### config.mk
export PLATFORM = sky130hd
export DESIGN_NAME = crc_dual_acc
export DESIGN_NICKNAME = d
export VERILOG_FILES = /design/src/rtl/crc_acc_pkg.sv /design/src/rtl/crc_byte_step.sv /design/src/rtl/crc_seq.sv /design/src/rtl/crc_dual_acc.sv
export SDC_FILE = /design/constraint.sdc
export NUM_CORES = 1
export LEC_CHECK = 0
export BUFFER_PORTS_ARGS = -buffer_cell sky130_fd_sc_hd__buf_2
export CAP_MARGIN = 15
export CORE_UTILIZATION = 56
export DETAILED_ROUTE_END_ITERATION = 10
export PLACE_DENSITY = 0.81
export SLEW_MARGIN = 20
export SYNTH_ARGS = -nofsm -noshare
export SYNTH_HDL_FRONTEND = slang
export SYNTH_SLANG_ARGS = --single-unit
### constraint.sdc
create_clock -name clk -period 3.1 [get_ports clk]
set_input_delay 0.155 -clock clk [delete_from_list [all_inputs] [get_ports clk]]
set_output_delay 0.155 -clock clk [all_outputs]
set_load 0.05 [all_outputs]
### src/rtl/crc_acc_pkg.sv
// Package: shared constants and helpers for the dual-polynomial CRC accumulator.
// Assumes reflected (LSB-first) CRC arithmetic throughout.
package crc_acc_pkg;

    localparam int CRC_W   = 32;
    localparam int BYTE_W  = 8;
    localparam int DATA_W  = 64;
    localparam int MAX_BYTES = DATA_W / BYTE_W;
    localparam int CNT_W   = $clog2(MAX_BYTES + 1);

    localparam logic [CRC_W-1:0] POLY_STD = 32'hEDB88320;
    localparam logic [CRC_W-1:0] POLY_CAS = 32'h82F63B78;

    typedef enum logic [1:0] {
        LEN_1B = 2'd0,
        LEN_2B = 2'd1,
        LEN_4B = 2'd2,
        LEN_8B = 2'd3
    } len_code_t;

    // Byte count for a length code.
    function automatic logic [CNT_W-1:0] len_bytes(input logic [1:0] code);
        return CNT_W'(1) << code;
    endfunction

endpackage

### src/rtl/crc_byte_step.sv
// crc_byte_step: folds one byte into a reflected CRC accumulator.
// Purely combinational; eight shift/conditional-XOR stages are unrolled.
// Assumes the polynomial is given in reflected form.
module crc_byte_step #(
    parameter int CRC_W  = 32,
    parameter int BYTE_W = 8
) (
    input  logic [CRC_W-1:0]  acc_i,
    input  logic [BYTE_W-1:0] byte_i,
    input  logic [CRC_W-1:0]  poly_i,
    output logic [CRC_W-1:0]  acc_o
);
    logic [CRC_W-1:0] stage [BYTE_W+1];

    // Byte enters the low end of the accumulator.
    assign stage[0] = acc_i ^ {{(CRC_W-BYTE_W){1'b0}}, byte_i};

    for (genvar k = 0; k < BYTE_W; k++) begin : g_bit
        // One right shift with polynomial feedback on a shifted-out one.
        assign stage[k+1] = (stage[k] >> 1) ^ (stage[k][0] ? poly_i : '0);
    end

    assign acc_o = stage[BYTE_W];
endmodule

### src/rtl/crc_seq.sv
// crc_seq: sequences an operation of 1..MAX_BYTES bytes, one byte per cycle.
// Accepts a start only while idle; raises done for one cycle after the last byte.
// Synchronous active-low reset.
module crc_seq
    import crc_acc_pkg::*;
#(
    parameter int CW = CNT_W
) (
    input  logic       clk,
    input  logic       rst_n,
    input  logic       start_i,
    input  logic [1:0] size_i,
    output logic       accept_o,
    output logic       advance_o,
    output logic       busy_o,
    output logic       done_o
);
    logic [CW-1:0] remain_q;

    assign accept_o  = start_i && !busy_o;
    assign advance_o = busy_o;

    // Remaining-byte counter, busy and done flags.
    always_ff @(posedge clk) begin
        if (!rst_n) begin
            remain_q <= '0;
            busy_o   <= 1'b0;
            done_o   <= 1'b0;
        end else if (accept_o) begin
            remain_q <= CW'(len_bytes(size_i) - 1'b1);
            busy_o   <= 1'b1;
            done_o   <= 1'b0;
        end else if (busy_o) begin
            if (remain_q == '0) begin
                busy_o <= 1'b0;
                done_o <= 1'b1;
            end else begin
                remain_q <= remain_q - 1'b1;
                done_o   <= 1'b0;
            end
        end else begin
            done_o <= 1'b0;
        end
    end
endmodule

### src/rtl/crc_dual_acc.sv
// crc_dual_acc: CRC32 accumulator update with a run-time choice of two reflected
// polynomials. Consumes the data item low byte first, one byte per clock.
// No inversion is applied on either side. Synchronous active-low reset.
module crc_dual_acc
    import crc_acc_pkg::*;
(
    input  logic              clk,
    input  logic              rst_n,
    input  logic              start_i,
    input  logic [1:0]        size_i,
    input  logic              poly_sel_i,
    input  logic [CRC_W-1:0]  crc_i,
    input  logic [DATA_W-1:0] data_i,
    output logic [CRC_W-1:0]  crc_o,
    output logic              done_o,
    output logic              busy_o
);
    logic [CRC_W-1:0]  acc_q, acc_next, poly_q;
    logic [DATA_W-1:0] shreg_q;
    logic              accept, advance;

    crc_seq u_seq (
        .clk      (clk),
        .rst_n    (rst_n),
        .start_i  (start_i),
        .size_i   (size_i),
        .accept_o (accept),
        .advance_o(advance),
        .busy_o   (busy_o),
        .done_o   (done_o)
    );

    crc_byte_step #(.CRC_W(CRC_W), .BYTE_W(BYTE_W)) u_step (
        .acc_i (acc_q),
        .byte_i(shreg_q[BYTE_W-1:0]),
        .poly_i(poly_q),
        .acc_o (acc_next)
    );

    // Operand capture on accept; byte fold and data shift while busy.
    always_ff @(posedge clk) begin
        if (!rst_n) begin
            acc_q   <= '0;
            shreg_q <= '0;
            poly_q  <= POLY_STD;
        end else if (accept) begin
            acc_q   <= crc_i;
            shreg_q <= data_i;
            poly_q  <= poly_sel_i ? POLY_CAS : POLY_STD;
        end else if (advance) begin
            acc_q   <= acc_next;
            shreg_q <= shreg_q >> BYTE_W;
        end
    end

    assign crc_o = acc_q;
endmodule

After elaboration in Yosys (flattened, before gate mapping) --
Index checks and enable logic that the tools add are counted.
Word-level totals: register bits 134, logic and storage cells 47
Cells by class: shift-type cells 1, bitwise operators 11, multiplexer cells 20, reductions and logical operators 6, eq/ne operators 1, add/sub/neg operators 2
Operators by type and width (count):
- 32-bit 2-to-1 mux | 10
- 31-bit by 32-bit bitwise XOR with 32-bit output | 8
- 64-bit 2-to-1 mux | 2
- 32-bit by 8-bit bitwise XOR with 32-bit output | 1
- 31-bit 2-to-1 mux | 1
- 4-bit 2-to-1 mux | 3
- 4-bit by 1-bit subtractor with 4-bit output, second input constant | 2
- 4-bit zero test | 1
- 1-bit 2-to-1 mux | 4
- 1-bit by 2-bit << shifter with 4-bit output, first input constant | 1
- 3-bit OR reduction | 1
- 2-bit != test, second input constant | 1
- 1-bit NOT | 2
- 2-bit AND reduction | 1
- 2-bit nonzero test | 1
- 1-bit logical AND | 1
- 1-bit zero test | 1

Depth between registers and ports, before layout --
Gate-level depths: netlist of run 1.
word-level depth 19, depth in mapped cells 9, gate-level depth less buffers 8

Hierarchy --
A second synthesis of run 1 with hierarchy kept.
Unflattened totals: cell total of the unflattened synthesis 1089, area total of the unflattened synthesis 9537.9 µm²
By module, submodules not included:
- crc_dual_acc | cells each 436, instances 1, area each 4998.5 µm², seq. area each 1961.9 µm²
- crc_byte_step | cells each 614, instances 1, area each 4214.0 µm², seq. area each 0.0 µm²
- crc_seq | cells each 39, instances 1, area each 325.3 µm², seq. area each 120.1 µm²

Worst setup path before layout of run 1 --
OpenSTA, ideal clock, no wires.
path kind register -> register, start point register acc_q[1] (netlist: crc_o[1]), end point register acc_q[26] (netlist: crc_o[26]), data arrival time 2529 ps, buffers on the path 0, stages on the path, launching flop included 8, slack 468 ps, path through dfxtp_1 > xor2_4 > xnor2_2 > and2_4 > xnor3_2 > xnor2_1 > a21oi_1 > a2111oi_2
Between the ends: longest elaborated chain between the ends 18
RTL lines:
- start, declared | line crc_dual_acc.sv:18 | logic [CRC_W-1:0] acc_q, acc_next, poly_q;
- start signal, assigned | line crc_dual_acc.sv:47 | acc_q <= crc_i;
- start signal, assigned | line crc_dual_acc.sv:51 | acc_q <= acc_next;
- 32-bit by 8-bit bitwise XOR with 32-bit output (*) | line crc_byte_step.sv:16 | assign stage[0] = acc_i ^ {{(CRC_W-BYTE_W){1'b0}}, byte_i};
- 31-bit by 32-bit bitwise XOR with 32-bit output (*) | line crc_byte_step.sv:20 | assign stage[k+1] = (stage[k] >> 1) ^ (stage[k][0] ? poly_i : '0);
- 32-bit 2-to-1 mux (*) | line crc_byte_step.sv:20
- 31-bit by 32-bit bitwise XOR with 32-bit output (*) | line crc_byte_step.sv:20
- 32-bit 2-to-1 mux | line crc_byte_step.sv:20
- 31-bit by 32-bit bitwise XOR with 32-bit output (*) | line crc_byte_step.sv:20
- 32-bit 2-to-1 mux | line crc_byte_step.sv:20
- 31-bit by 32-bit bitwise XOR with 32-bit output (*) | line crc_byte_step.sv:20
- (+2 left out)
- 32-bit 2-to-1 mux | line crc_byte_step.sv:20
- 31-bit by 32-bit bitwise XOR with 32-bit output (*) | line crc_byte_step.sv:20
- 32-bit 2-to-1 mux | line crc_byte_step.sv:20
- 31-bit by 32-bit bitwise XOR with 32-bit output (*) | line crc_byte_step.sv:20
- 32-bit 2-to-1 mux | line crc_byte_step.sv:20
- 31-bit by 32-bit bitwise XOR with 32-bit output (*) | line crc_byte_step.sv:20
- 32-bit 2-to-1 mux (*) | line crc_dual_acc.sv:50 | end else if (advance) begin
- 32-bit 2-to-1 mux (*) | line crc_dual_acc.sv:46 | end else if (accept) begin
Mark *: on every way between the ends. The rest lies on a longest branch, timed or not. The select of a mux whose other input is x is not followed. A chain may end at the register's enable or synchronous reset.

Final worst setup path of run 1 --
start point register acc_q[4] (netlist: crc_o[4]), end point register acc_q[26] (netlist: crc_o[26])
Between the ends: longest elaborated chain between the ends 15
RTL lines (line):
- 32-bit by 8-bit bitwise XOR with 32-bit output (*) | crc_byte_step.sv:16
- 31-bit by 32-bit bitwise XOR with 32-bit output (*) (4 in series) | crc_byte_step.sv:20
- 32-bit 2-to-1 mux (*) | crc_byte_step.sv:20
- 31-bit by 32-bit bitwise XOR with 32-bit output (*) | crc_byte_step.sv:20
- 32-bit 2-to-1 mux | crc_byte_step.sv:20
- 31-bit by 32-bit bitwise XOR with 32-bit output (*) | crc_byte_step.sv:20
- 32-bit 2-to-1 mux | crc_byte_step.sv:20
- 31-bit by 32-bit bitwise XOR with 32-bit output (*) | crc_byte_step.sv:20
- 32-bit 2-to-1 mux | crc_byte_step.sv:20
- 31-bit by 32-bit bitwise XOR with 32-bit output (*) | crc_byte_step.sv:20
- 32-bit 2-to-1 mux (*) | crc_dual_acc.sv:50
- 32-bit 2-to-1 mux (*) | crc_dual_acc.sv:46
Marks and branches as above.

==> out/qor.txt, run 1 <==
Run status - finished, final reports clean
Via/cell ratio - 5.464
Synth async-reset ratio - 0%
First-iteration detailed-routing DRC count - 353
Share of cells above drive strength 1 - 22.63%
Leak Pwr - 0.003406 uW
Path type of the worst min-delay path - in -> reg
Portion of total power attributed to sequential cells - 27.7%
Post-Syn Area - 0.006605 mm2
First-pass GRT wire length - 26.31 mm
I/O pin cnt - 136
Data required time at the worst endpoint - 3.36 ns
Count of cell instances traversed by the critical path - 6
Cell type of the slowest stage on the worst timing path - xnor2_1
Number of instances in the synthesized netlist - 758
HPWL after detailed placement - 11.37 mm
Slew at the pin closest to its max-slew limit - 1.125 ns
Area overhead of the layout relative to synthesis - 16.01%
Arr. time, crit path - 3.00 ns
Hold Worst Slack - 0.02329 ns
Post-synth EDFFs - 0
Unrepaired setup endpoints after global routing - no
Most common cell after layout, fill and taps aside - nor2_1
Internal power - 3485 uW
Number of nets with antenna violations after detailed routing - 0
Critical path cell sequence - xnor2_1 > xor2_1 > xnor3_2 > xnor2_1 > a21oi_1 > a2111oi_2
Max-slew violation count - 0
Hold-fix buffers, CTS - 0
Syn_nets - 861
Predominant post-synthesis flop cell - dfxtp_1
Post-CTS setup buffer count - 0
Min cycle time layout - 2.734 ns
Part of the total power dissipated in the clock network - 19.1%
Total cell area at the placement stage - 0.007371 mm2
Sink Count - 104
Slew HR - 24.45%
Cts bufs inserted - 9
Post-synthesis average cell area - 8.714 um2
Family with the most delay on the worst path - XOR/XNOR gates
Floorplan die width - 110.6 um
Max-cap check violation count - 0
Largest clock skew in the final design - 0.007779 ns
Sort of element at the end of the critical path - flop
Net total in the final layout - 964
Switching power - 2400 uW
Critical path's most frequent cell - xnor2_1
Buffer levels on the longest clock path - 2
Final-layout setup total negative slack - 0 ns
Area of the die - 0.01223 mm2
Final setup fails - 0
Vias after detailed routing - 5513
Leftover overflow at the end of global routing - 0
Weighted congestion at the end of routability-driven global placement - 0.9639
Net switching share of the total power - 40.78%
Top achievable clock speed - 365.8 MHz
Maximum number of pins on one net before global-route repair - 174
Pwr Density - 768.0 mW/mm2
Depth of the CTS H-tree - 3
Cell area after layout - 0.007662 mm2
CTS resizes - 0
Tcrit/Tclk final - 88.19%
Slowest stage delay, CP - 0.89 ns
TritonCTS clock tree - yes
Number of global-route vias before repair - 5171
Port Buf Inserts - 135
Worst vdd ir - 0.0006334 V
Startpoint-to-endpoint class of the critical path - reg -> reg
Worst hold path stage count - 2
Post-layout power - 5885 uW
Wirelength per Cell - 16.03 um
Number of antenna violations at the first check in global routing - 0
Clock Latency Late Sink - 0.36 ns
Starting Density - 57.60%
Crit path max fanout - 9
Antenna diode instance count - 0
Crit path launch type - flop
Total detailed-routing wirelength - 16.18 mm
Most used cells in the layout excluding fill and tap cells - nor2_1, buf_2, dfxtp_1, xnor2_1, a21oi_1
Vertical extent of the die - 110.6 um
Count of standard-cell rows - 39
Number of optimization iterations in the first detailed-route pass - 7
Total Routing Usage GR - 27.07%
Number of unique standard cell types used by synthesis - 49
Number of failing hold endpoints at the final stage - 0
Area of the placeable core - 0.01147 mm2
Buffers and inverters on the worst path - 0
Number of cells on the worst reg-to-reg path - 6
Gate power share - 53.2%
Final routed DRC violation total - 0
Proportion of synthesized chip area in sequential cells - 31.52%
Clock Root Buffer - clkbuf_16
Clock slew seen by the registers of the worst setup and hold paths - 0.07 ns
Number of warning messages in the yosys log - 0
Number of storage elements in the synthesis netlist - 104
[cells in the mapped netlist, types with 2 or more instances]
| cell | count | area [um2] |
|---|---|---|
| xor2_1 | 15 | 131.4 |
| nand3b_1 | 2 | 15.01 |
| xnor2_4 | 4 | 110.1 |
| clkbuf_1 | 36 | 135.1 |
| o21ai_0 | 14 | 70.07 |
| inv_1 | 2 | 7.510 |
| nor2_1 | 151 | 566.8 |
| xnor2_2 | 6 | 97.59 |
| mux2i_1 | 75 | 750.7 |
| buf_2 | 4 | 20.02 |
| nand3_1 | 4 | 20.02 |
| nor2b_1 | 14 | 87.58 |
| nand2_1 | 38 | 142.6 |
| xnor2_1 | 99 | 867.1 |
| buf_1 | 13 | 48.80 |
| xnor3_1 | 13 | 292.8 |
| a21oi_1 | 85 | 425.4 |
| xor2_2 | 2 | 32.53 |
| mux2_2 | 14 | 157.7 |
| o22ai_1 | 3 | 18.77 |
| nor3_1 | 3 | 15.01 |
| a21o_1 | 2 | 15.01 |
| a211oi_1 | 28 | 210.2 |
| nand2b_1 | 2 | 12.51 |
| nor3b_1 | 2 | 15.01 |
| dfxtp_1 | 104 | 2082 |
[metrics by stage]
step | util (%) | setup WS (ns) | std cells
floorplan | - | 0.4679 | 758
global placement | 64.28 | 0.4691 | 993
detailed placement | 64.28 | 0.4225 | 993
CTS | 66.82 | 0.4064 | 1009
global route | 66.82 | 0.1924 | 1009
finish | 66.82 | 0.3661 | 1009
[power groups by stage]
stage	Sequential (uW)	Combinational (uW)	Clock (uW)
after floorplan	1890	2220	0
after global placement	1660	3050	0
after detailed placement	1660	3080	0
after CTS	1630	3120	1140
after global routing	1650	3350	1190
final	1630	3130	1130
[worst paths after layout]
| path | from | to | slack (ns) |
|---|---|---|---|
| max | crc_o[4]$_SDFFE_PN0P_ | crc_o[26]$_SDFFE_PN0P_ | 0.37 |
| min | poly_sel_i | poly_q[29]$_SDFFE_PN1P_ | 0.02 |
| max reg2reg | crc_o[4]$_SDFFE_PN0P_ | crc_o[26]$_SDFFE_PN0P_ | 0.37 |
| min reg2reg | u_seq.remain_q[3]$_SDFFE_PN0P_ | u_seq.remain_q[3]$_SDFFE_PN0P_ | 0.45 |
[final cells by class]
type,instances,area [um2]
clock buffer,10,229.0
clock inverter,6,62.56
fill,982,3805
inverter,4,15.01
multi-input combinational,596,4293
sequential,104,2086
tap,143,178.9
timing repair buffer,146,798.3
[cells by family (layout without fill, tap and decap cells)]
family | after synthesis | in the layout | share of synthesized area, %
multiplexers | 89 | 89 | 13.75
XOR/XNOR | 142 | 142 | 24.32
buffers and inverters | 58 | 166 | 3.485
flip-flops | 104 | 104 | 31.52
adder cells (fa/ha/maj) | 1 | 1 | 0.1894
AO/OA/AOI/OAI | 144 | 144 | 12.81
AND/OR/NAND/NOR | 220 | 220 | 13.92
[layer usage]
layer / wire [um] / up-vias / part of all wire (%) / GRT usage (%)
met4: 349 / 0 / 2.2 / 8.800
met3: 1024 / 28 / 6.3 / 6.092
met5: 0 / - / 0 / 0
met2: 7492 / 170 / 46 / 43.27
met1: 7311 / 2554 / 45 / 36.17
li1: - / 2761 / - / -
[flip-flops by register name, summed over array words and instances, names as in the netlist]
| register | flops |
|---|---|
| u_seq.done_o | 1 |
| u_seq.remain_q | 4 |
| shreg_q | 64 |
| poly_q | 2 |
| crc_o | 32 |
| u_seq.advance_o | 1 |
No activity file was read; power rests on OpenSTA's default activity.
==> inputs of run 2 (changes only) <==
--- a/config.mk
+++ b/config.mk
@@ -5,11 +5,12 @@
 export SDC_FILE = /design/constraint.sdc
 export NUM_CORES = 1
 export LEC_CHECK = 0
+export ABC_AREA = 1
 export BUFFER_PORTS_ARGS = -buffer_cell sky130_fd_sc_hd__buf_2
 export CAP_MARGIN = 15
-export CORE_UTILIZATION = 56
+export CORE_UTILIZATION = 57
 export DETAILED_ROUTE_END_ITERATION = 10
-export PLACE_DENSITY = 0.81
+export PLACE_DENSITY = 0.82
 export SLEW_MARGIN = 20
 export SYNTH_ARGS = -nofsm -noshare
 export SYNTH_HDL_FRONTEND = slang
==> out/qor.txt, run 2 <==
First-iteration detailed-routing DRC count - 594
Post-synth top area cell - dfxtp_1
Cts bufs inserted - 9
Leak Pwr - 0.004480 uW
Predominant post-synthesis flop cell - dfxtp_1
Number of global-route vias before repair - 6950
Critical path destination - crc_o[22]$_SDFFE_PN0P_
Leftover overflow at the end of global routing - 0
Number of instances in the synthesized netlist - 1142
Number of unique standard cell types used by synthesis - 42
Share of cells above drive strength 1 - 18.67%
Net total in the final layout - 1358
Area of the placeable core - 0.01211 mm2
Syn_nets - 1245
Number of antenna violations at the first check in global routing - 0
Crit path launch type - flop
Startpoint-to-endpoint class of the critical path - reg -> reg
Slowest stage delay, CP - 0.47 ns
Number of storage elements in the synthesis netlist - 104
Top-count cell post-synth - nand2_1
Total Routing Usage GR - 34.22%
Area overhead of the layout relative to synthesis - 15.35%
Port Buf Inserts - 135
Post-Syn Area - 0.007114 mm2
I/O pin cnt - 136
Post-layout power - 5403 uW
Cell area after layout - 0.008207 mm2
Sink Count - 104
Number of failing hold endpoints at the final stage - 0
Antenna diode instance count - 0
Unrepaired setup endpoints after global routing - no
Floorplan die width - 113.7 um
Top achievable clock speed - 415.4 MHz
Post-synth top area share - 29.26%
Depth of the CTS H-tree - 3
Count of standard-cell rows - 40
Most common cell after layout, fill and taps aside - nand2_1
Final-layout setup total negative slack - 0 ns
Max reg flops - 64
Worst flop-to-flop path startpoint - poly_q[25]$_SDFFE_PN0P_
First-pass GRT wire length - 34.33 mm
Vias after detailed routing - 7453
Vertical extent of the die - 113.7 um
Clock Root Buffer - clkbuf_16
Data required time at the worst endpoint - 3.36 ns
Post-synth EDFFs - 0
Area of the die - 0.01293 mm2
Slew at the pin closest to its max-slew limit - 0.8292 ns
Post-synthesis average cell area - 6.230 um2
Pwr Density - 658.3 mW/mm2
Max-cap check violation count - 0
Worst vdd ir - 0.0005344 V
Post-CTS setup buffer count - 0
Proportion of synthesized chip area in sequential cells - 29.26%
Most used cells in the layout excluding fill and tap cells - nand2_1, inv_1, buf_2, dfxtp_1, nand3_1
Start point of the critical path - poly_q[25]$_SDFFE_PN0P_
Weighted congestion at the end of routability-driven global placement - 0.9965
Slew HR - 44.72%
Starting Density - 58.74%
Slack of the worst reg-to-reg path - 0.69 ns
Final setup fails - 0
Max-slew violation count - 0
Area contributors post-synth - dfxtp_1, nand2_1, inv_1
HPWL after detailed placement - 15.43 mm
Number of optimization iterations in the first detailed-route pass - 5
Path type of the worst min-delay path - in -> reg
Critical path's most frequent cell - nand2_1
Maximum number of pins on one net before global-route repair - 82
Number of cells on the worst reg-to-reg path - 14
Run status - finished, final reports clean
Hold Worst Slack - 0.03732 ns
Via/cell ratio - 5.223
Final routed DRC violation total - 0
TritonCTS clock tree - yes
Cell type of the slowest stage on the worst timing path - dfxtp_1
Critical path cell sequence - buf_4 > nand3_4 > inv_4 > nand2_1 > nand2_1 > inv_1 > nand3_2 > nand2_4 > nor2_2 > nand3_1 > nand3_1 > nand2_1 > nand2_1 > nand2_1
Synth async-reset ratio - 0%
Largest clock skew in the final design - 0.01229 ns
Sort of element at the end of the critical path - flop
Top reg by flops - shreg_q
Arr. time, crit path - 2.67 ns
Buffer levels on the longest clock path - 2
Crit path max fanout - 15
Clock slew seen by the registers of the worst setup and hold paths - 0.08 ns
Number of warning messages in the yosys log - 0
Hold-fix buffers, CTS - 0
Total detailed-routing wirelength - 21.26 mm
Tcrit/Tclk final - 77.65%
Total cell area at the placement stage - 0.007904 mm2
Min cycle time layout - 2.407 ns
Number of nets with antenna violations after detailed routing - 0
Capture point of the worst reg-to-reg path - crc_o[22]$_SDFFE_PN0P_
Wirelength per Cell - 14.90 um
CTS resizes - 0
Clock Latency Late Sink - 0.36 ns
Most numerous cell types in the synthesized netlist - nand2_1, inv_1, dfxtp_1, nand3_1, xor2_1
[run 2: cell count changes after synthesis, sizes merged, moves of 14 or more]
cell | previous run | this run
o211ai | 1 | 20
xnor3 | 14 | 0
nand2 | 39 | 514
a21oi | 85 | 34
nand3 | 4 | 99
a211oi | 28 | 1
xor2 | 18 | 57
nor2 | 152 | 21
mux2 | 14 | 0
mux2i | 75 | 0
nor2b | 14 | 0
o21ai | 14 | 36
inv | 3 | 150
xnor2 | 109 | 15
[run 2: cells by family (layout without fill, tap and decap cells)]
logic type	count (synthesis)	in the layout	synth area share, %
fa+ha+maj	1	1	0.1758
compound gates	115	115	10.24
simple gates	652	652	40.42
buf+inv	198	315	10.94
xor+xnor	72	72	8.970
flops	104	104	29.26
[run 2: through the flow]
| stage | setup WS (ns) | util [%] | std cells |
|---|---|---|---|
| 2_1_floorplan | 0.9773 | - | 1142 |
| 3_3_place_gp | 0.7746 | 65.26 | 1412 |
| 3_5_place_dp | 0.7416 | 65.26 | 1412 |
| 4_1_cts | 0.7316 | 67.76 | 1427 |
| 5_1_grt | 0.4915 | 67.76 | 1427 |
| 6_report | 0.6929 | 67.76 | 1427 |
[run 2: worst max-delay path: cells and delay by family (launching register included)]
| kind | cells | cell delay (ns) |
|---|---|---|
| buffers and inverters | 3 | 0.48 |
| AND/OR/NAND/NOR | 11 | 1.36 |
| flip-flops | 1 | 0.47 |
[run 2: report_power, final]
group / switching [uW] / total (uW) / internal, uW
Sequential: 121 / 1600 / 1480
Clock: 551 / 1210 / 654
Combinational: 1770 / 2600 / 829
Total: 2440 / 5400 / 2960
[run 2: worst min-delay path by stage]
stage / to / startpoint / depth (start not counted) / slack [ns]
floorplan: shreg_q[56]$_SDFFE_PN0P_ / data_i[56] / 2 / 0.30
global placement: crc_o[28]$_SDFFE_PN0P_ / crc_i[28] / 3 / 0.40
detailed placement: shreg_q[58]$_SDFFE_PN0P_ / data_i[58] / 3 / 0.41
CTS: shreg_q[58]$_SDFFE_PN0P_ / data_i[58] / 3 / 0.03
global route: shreg_q[61]$_SDFFE_PN0P_ / data_i[61] / 3 / 0.03
finish: shreg_q[61]$_SDFFE_PN0P_ / data_i[61] / 3 / 0.04
[run 2: metal layers]
layer  global-route usage, %  part of all wire, %  routed length (um)  vias up
met2                   56.14                   45                9663      303
met5                       0                    0                   0        -
met1                   43.34                   43                9083     3327
met3                   8.555                  8.6                1837       49
li1                        -                    -                   -     3774
met4                   12.81                  3.2                 676        0
[run 2: final cells by class]
| class | count | area, um2 |
|---|---|---|
| tap | 168 | 210.2 |
| sequential | 104 | 2083 |
| multi-input combinational | 840 | 4269 |
| fill | 1181 | 3905 |
| inverter | 154 | 583.1 |
| timing repair buffer | 146 | 758.2 |
| clock buffer | 10 | 239.0 |
| clock inverter | 5 | 63.81 |
==> inputs of run 3 (changes only) <==
--- a/config.mk
+++ b/config.mk
@@ -5,12 +5,12 @@
 export SDC_FILE = /design/constraint.sdc
 export NUM_CORES = 1
 export LEC_CHECK = 0
-export ABC_AREA = 1
+export ABC_AREA = 0
 export BUFFER_PORTS_ARGS = -buffer_cell sky130_fd_sc_hd__buf_2
 export CAP_MARGIN = 15
-export CORE_UTILIZATION = 57
+export CORE_UTILIZATION = 56
 export DETAILED_ROUTE_END_ITERATION = 10
-export PLACE_DENSITY = 0.82
+export PLACE_DENSITY = 0.81
 export SLEW_MARGIN = 20
 export SYNTH_ARGS = -nofsm -noshare
 export SYNTH_HDL_FRONTEND = slang
==> constraint.sdc (replaced) <==
create_clock -name clk -period 2.4 [get_ports clk]
set_input_delay 0.12 -clock clk [delete_from_list [all_inputs] [get_ports clk]]
set_output_delay 0.12 -clock clk [all_outputs]
set_load 0.05 [all_outputs]
==> out/qor.txt, run 3 (synthesis gave the netlist of run 1 again) <==
Floorplan die width - 110.6 um
Area of the placeable core - 0.01147 mm2
Max-slew violation count - 0
Top reg by flops - shreg_q
Pwr Density - 985.9 mW/mm2
Number of optimization iterations in the first detailed-route pass - 5
Slew HR - 52.80%
Net total in the final layout - 1001
Crit path launch type - flop
Post-layout power - 7984 uW
Depth of the CTS H-tree - 3
I/O pin cnt - 136
Area of combinational cells with multiple inputs - 0.004384 mm2
PnR worst setup slack - 0.1051 ns
Area overhead of the layout relative to synthesis - 22.60%
Most used cells in the layout excluding fill and tap cells - nor2_1, buf_2, dfxtp_1, xnor2_1, a21oi_1
Final-layout setup total negative slack - 0 ns
Vertical extent of the die - 110.6 um
Post-Route Utilization - 70.62%
Sort of element at the end of the critical path - flop
Count of standard-cell rows - 39
Leak Pwr - 0.003630 uW
Number of nets with antenna violations after detailed routing - 0
Number of failing hold endpoints at the final stage - 0
Clock Root Buffer - clkbuf_16
Share of cells above drive strength 1 - 26.91%
Leftover overflow at the end of global routing - 0
Most common cell after layout, fill and taps aside - nor2_1
Path type of the worst min-delay path - in -> reg
Cell area after layout - 0.008098 mm2
Largest clock skew in the final design - 0.008480 ns
Vias after detailed routing - 5676
Sink Count - 104
Max reg flops - 64
Cts bufs inserted - 9
Crit path max fanout - 6
Total cell area at the placement stage - 0.007591 mm2
Filler Cell Count - 875
Number of antenna violations at the first check in global routing - 0
Clock Latency Late Sink - 0.36 ns
Final setup fails - 0
Slew at the pin closest to its max-slew limit - 0.7080 ns
First-iteration detailed-routing DRC count - 356
Wirelength per Cell - 16.01 um
TritonCTS clock tree - yes
Final routed DRC violation total - 0
Worst vdd ir - 0.0007151 V
Top achievable clock speed - 435.8 MHz
Arr. time, crit path - 2.54 ns
Tcrit/Tclk final - 95.62%
First-pass GRT wire length - 26.77 mm
Combined flip-flop and latch cell area - 0.002100 mm2
Total detailed-routing wirelength - 16.75 mm
Worst setup slack before clock tree synthesis - -0.06309 ns
Number of global-route vias before repair - 5341
Clock slew seen by the registers of the worst setup and hold paths - 0.07 ns
Startpoint-to-endpoint class of the critical path - reg -> reg
Starting Density - 57.60%
Buffer levels on the longest clock path - 2
Port Buf Inserts - 135
Via/cell ratio - 5.426
Total Routing Usage GR - 27.48%
Max-cap check violation count - 0
Run status - finished, final reports clean
Min cycle time layout - 2.295 ns
Area of the die - 0.01223 mm2
Antenna diode instance count - 0
Weighted congestion at the end of routability-driven global placement - 0.9156
HPWL after detailed placement - 11.85 mm
Maximum number of pins on one net before global-route repair - 174
Data required time at the worst endpoint - 2.65 ns
-- run 3: cell count changes in the layout (fill, tap and decap cells not counted), sizes merged, moves of 39 or more --
cell,previous run,this run
nand2,514,39
inv,152,7
nor2,21,152
nand3,99,4
xnor2,15,109
mux2i,0,75
a21oi,34,85
xor2,57,18
-- run 3: area by class of cell --
cell class              instances  share of cell area, %
clock buffers                   9                  2.781
flip-flops and latches        104                  25.93
well taps                     143                  2.210
clock inverters                 7                 0.7880
inverters                       4                 0.1854
multi-input cells             596                  54.14
repair buffers                183                  13.97
-- run 3: worst max-delay path: stages, from the launching register on --
cell     delay [ns]
dfxtp_1        0.36
xnor2_2        0.50
xnor2_4        0.20
buf_12         0.18
xnor2_1        0.30
nand2_1        0.10
xnor3_1        0.37
o21a_1         0.17
-- run 3: through the flow --
stage	hold slack, ns	std cells
floorplan	0.2541	758
detailed placement	0.3600	1015
finish	0.007300	1046
global placement	0.3529	1015
global route	0.004825	1046
CTS	0.00002809	1039
-- run 3: metal layers --
layer	global-route usage [%]	routed length [um]	vias up
met1	35.73	7455	2651
li1	-	-	2840
met3	5.104	842	28
met5	0	0	-
met2	45.63	8054	157
met4	9.600	399	0
-- run 3: worst paths after layout --
kind / startpoint / end / slack [ns] / depth (start not counted)
setup / recovery: crc_o[7]$_SDFFE_PN0P_ / crc_o[15]$_SDFFE_PN0P_ / 0.11 / 7
hold / removal: poly_sel_i / poly_q[29]$_SDFFE_PN1P_ / 0.007 / 2
setup reg to reg: crc_o[7]$_SDFFE_PN0P_ / crc_o[15]$_SDFFE_PN0P_ / 0.11 / 7
hold reg to reg: u_seq.remain_q[3]$_SDFFE_PN0P_ / u_seq.remain_q[3]$_SDFFE_PN0P_ / 0.45 / 2
-- run 3: timing repair --
action | in CTS | in global routing
hold endpoints to repair | 7 | 0
pin swaps | 2 | 8
setup buffers | 1 | 7
endpoints found under the setup margin | 1 | 11
hold buffers | 7 | 0
resized for setup | 2 | 13
-- run 3: power by group --
| part | internal, uW | switching, uW |
|---|---|---|
| clock | 728 | 721 |
| combinational | 2160 | 2260 |
| sequential | 1920 | 186 |
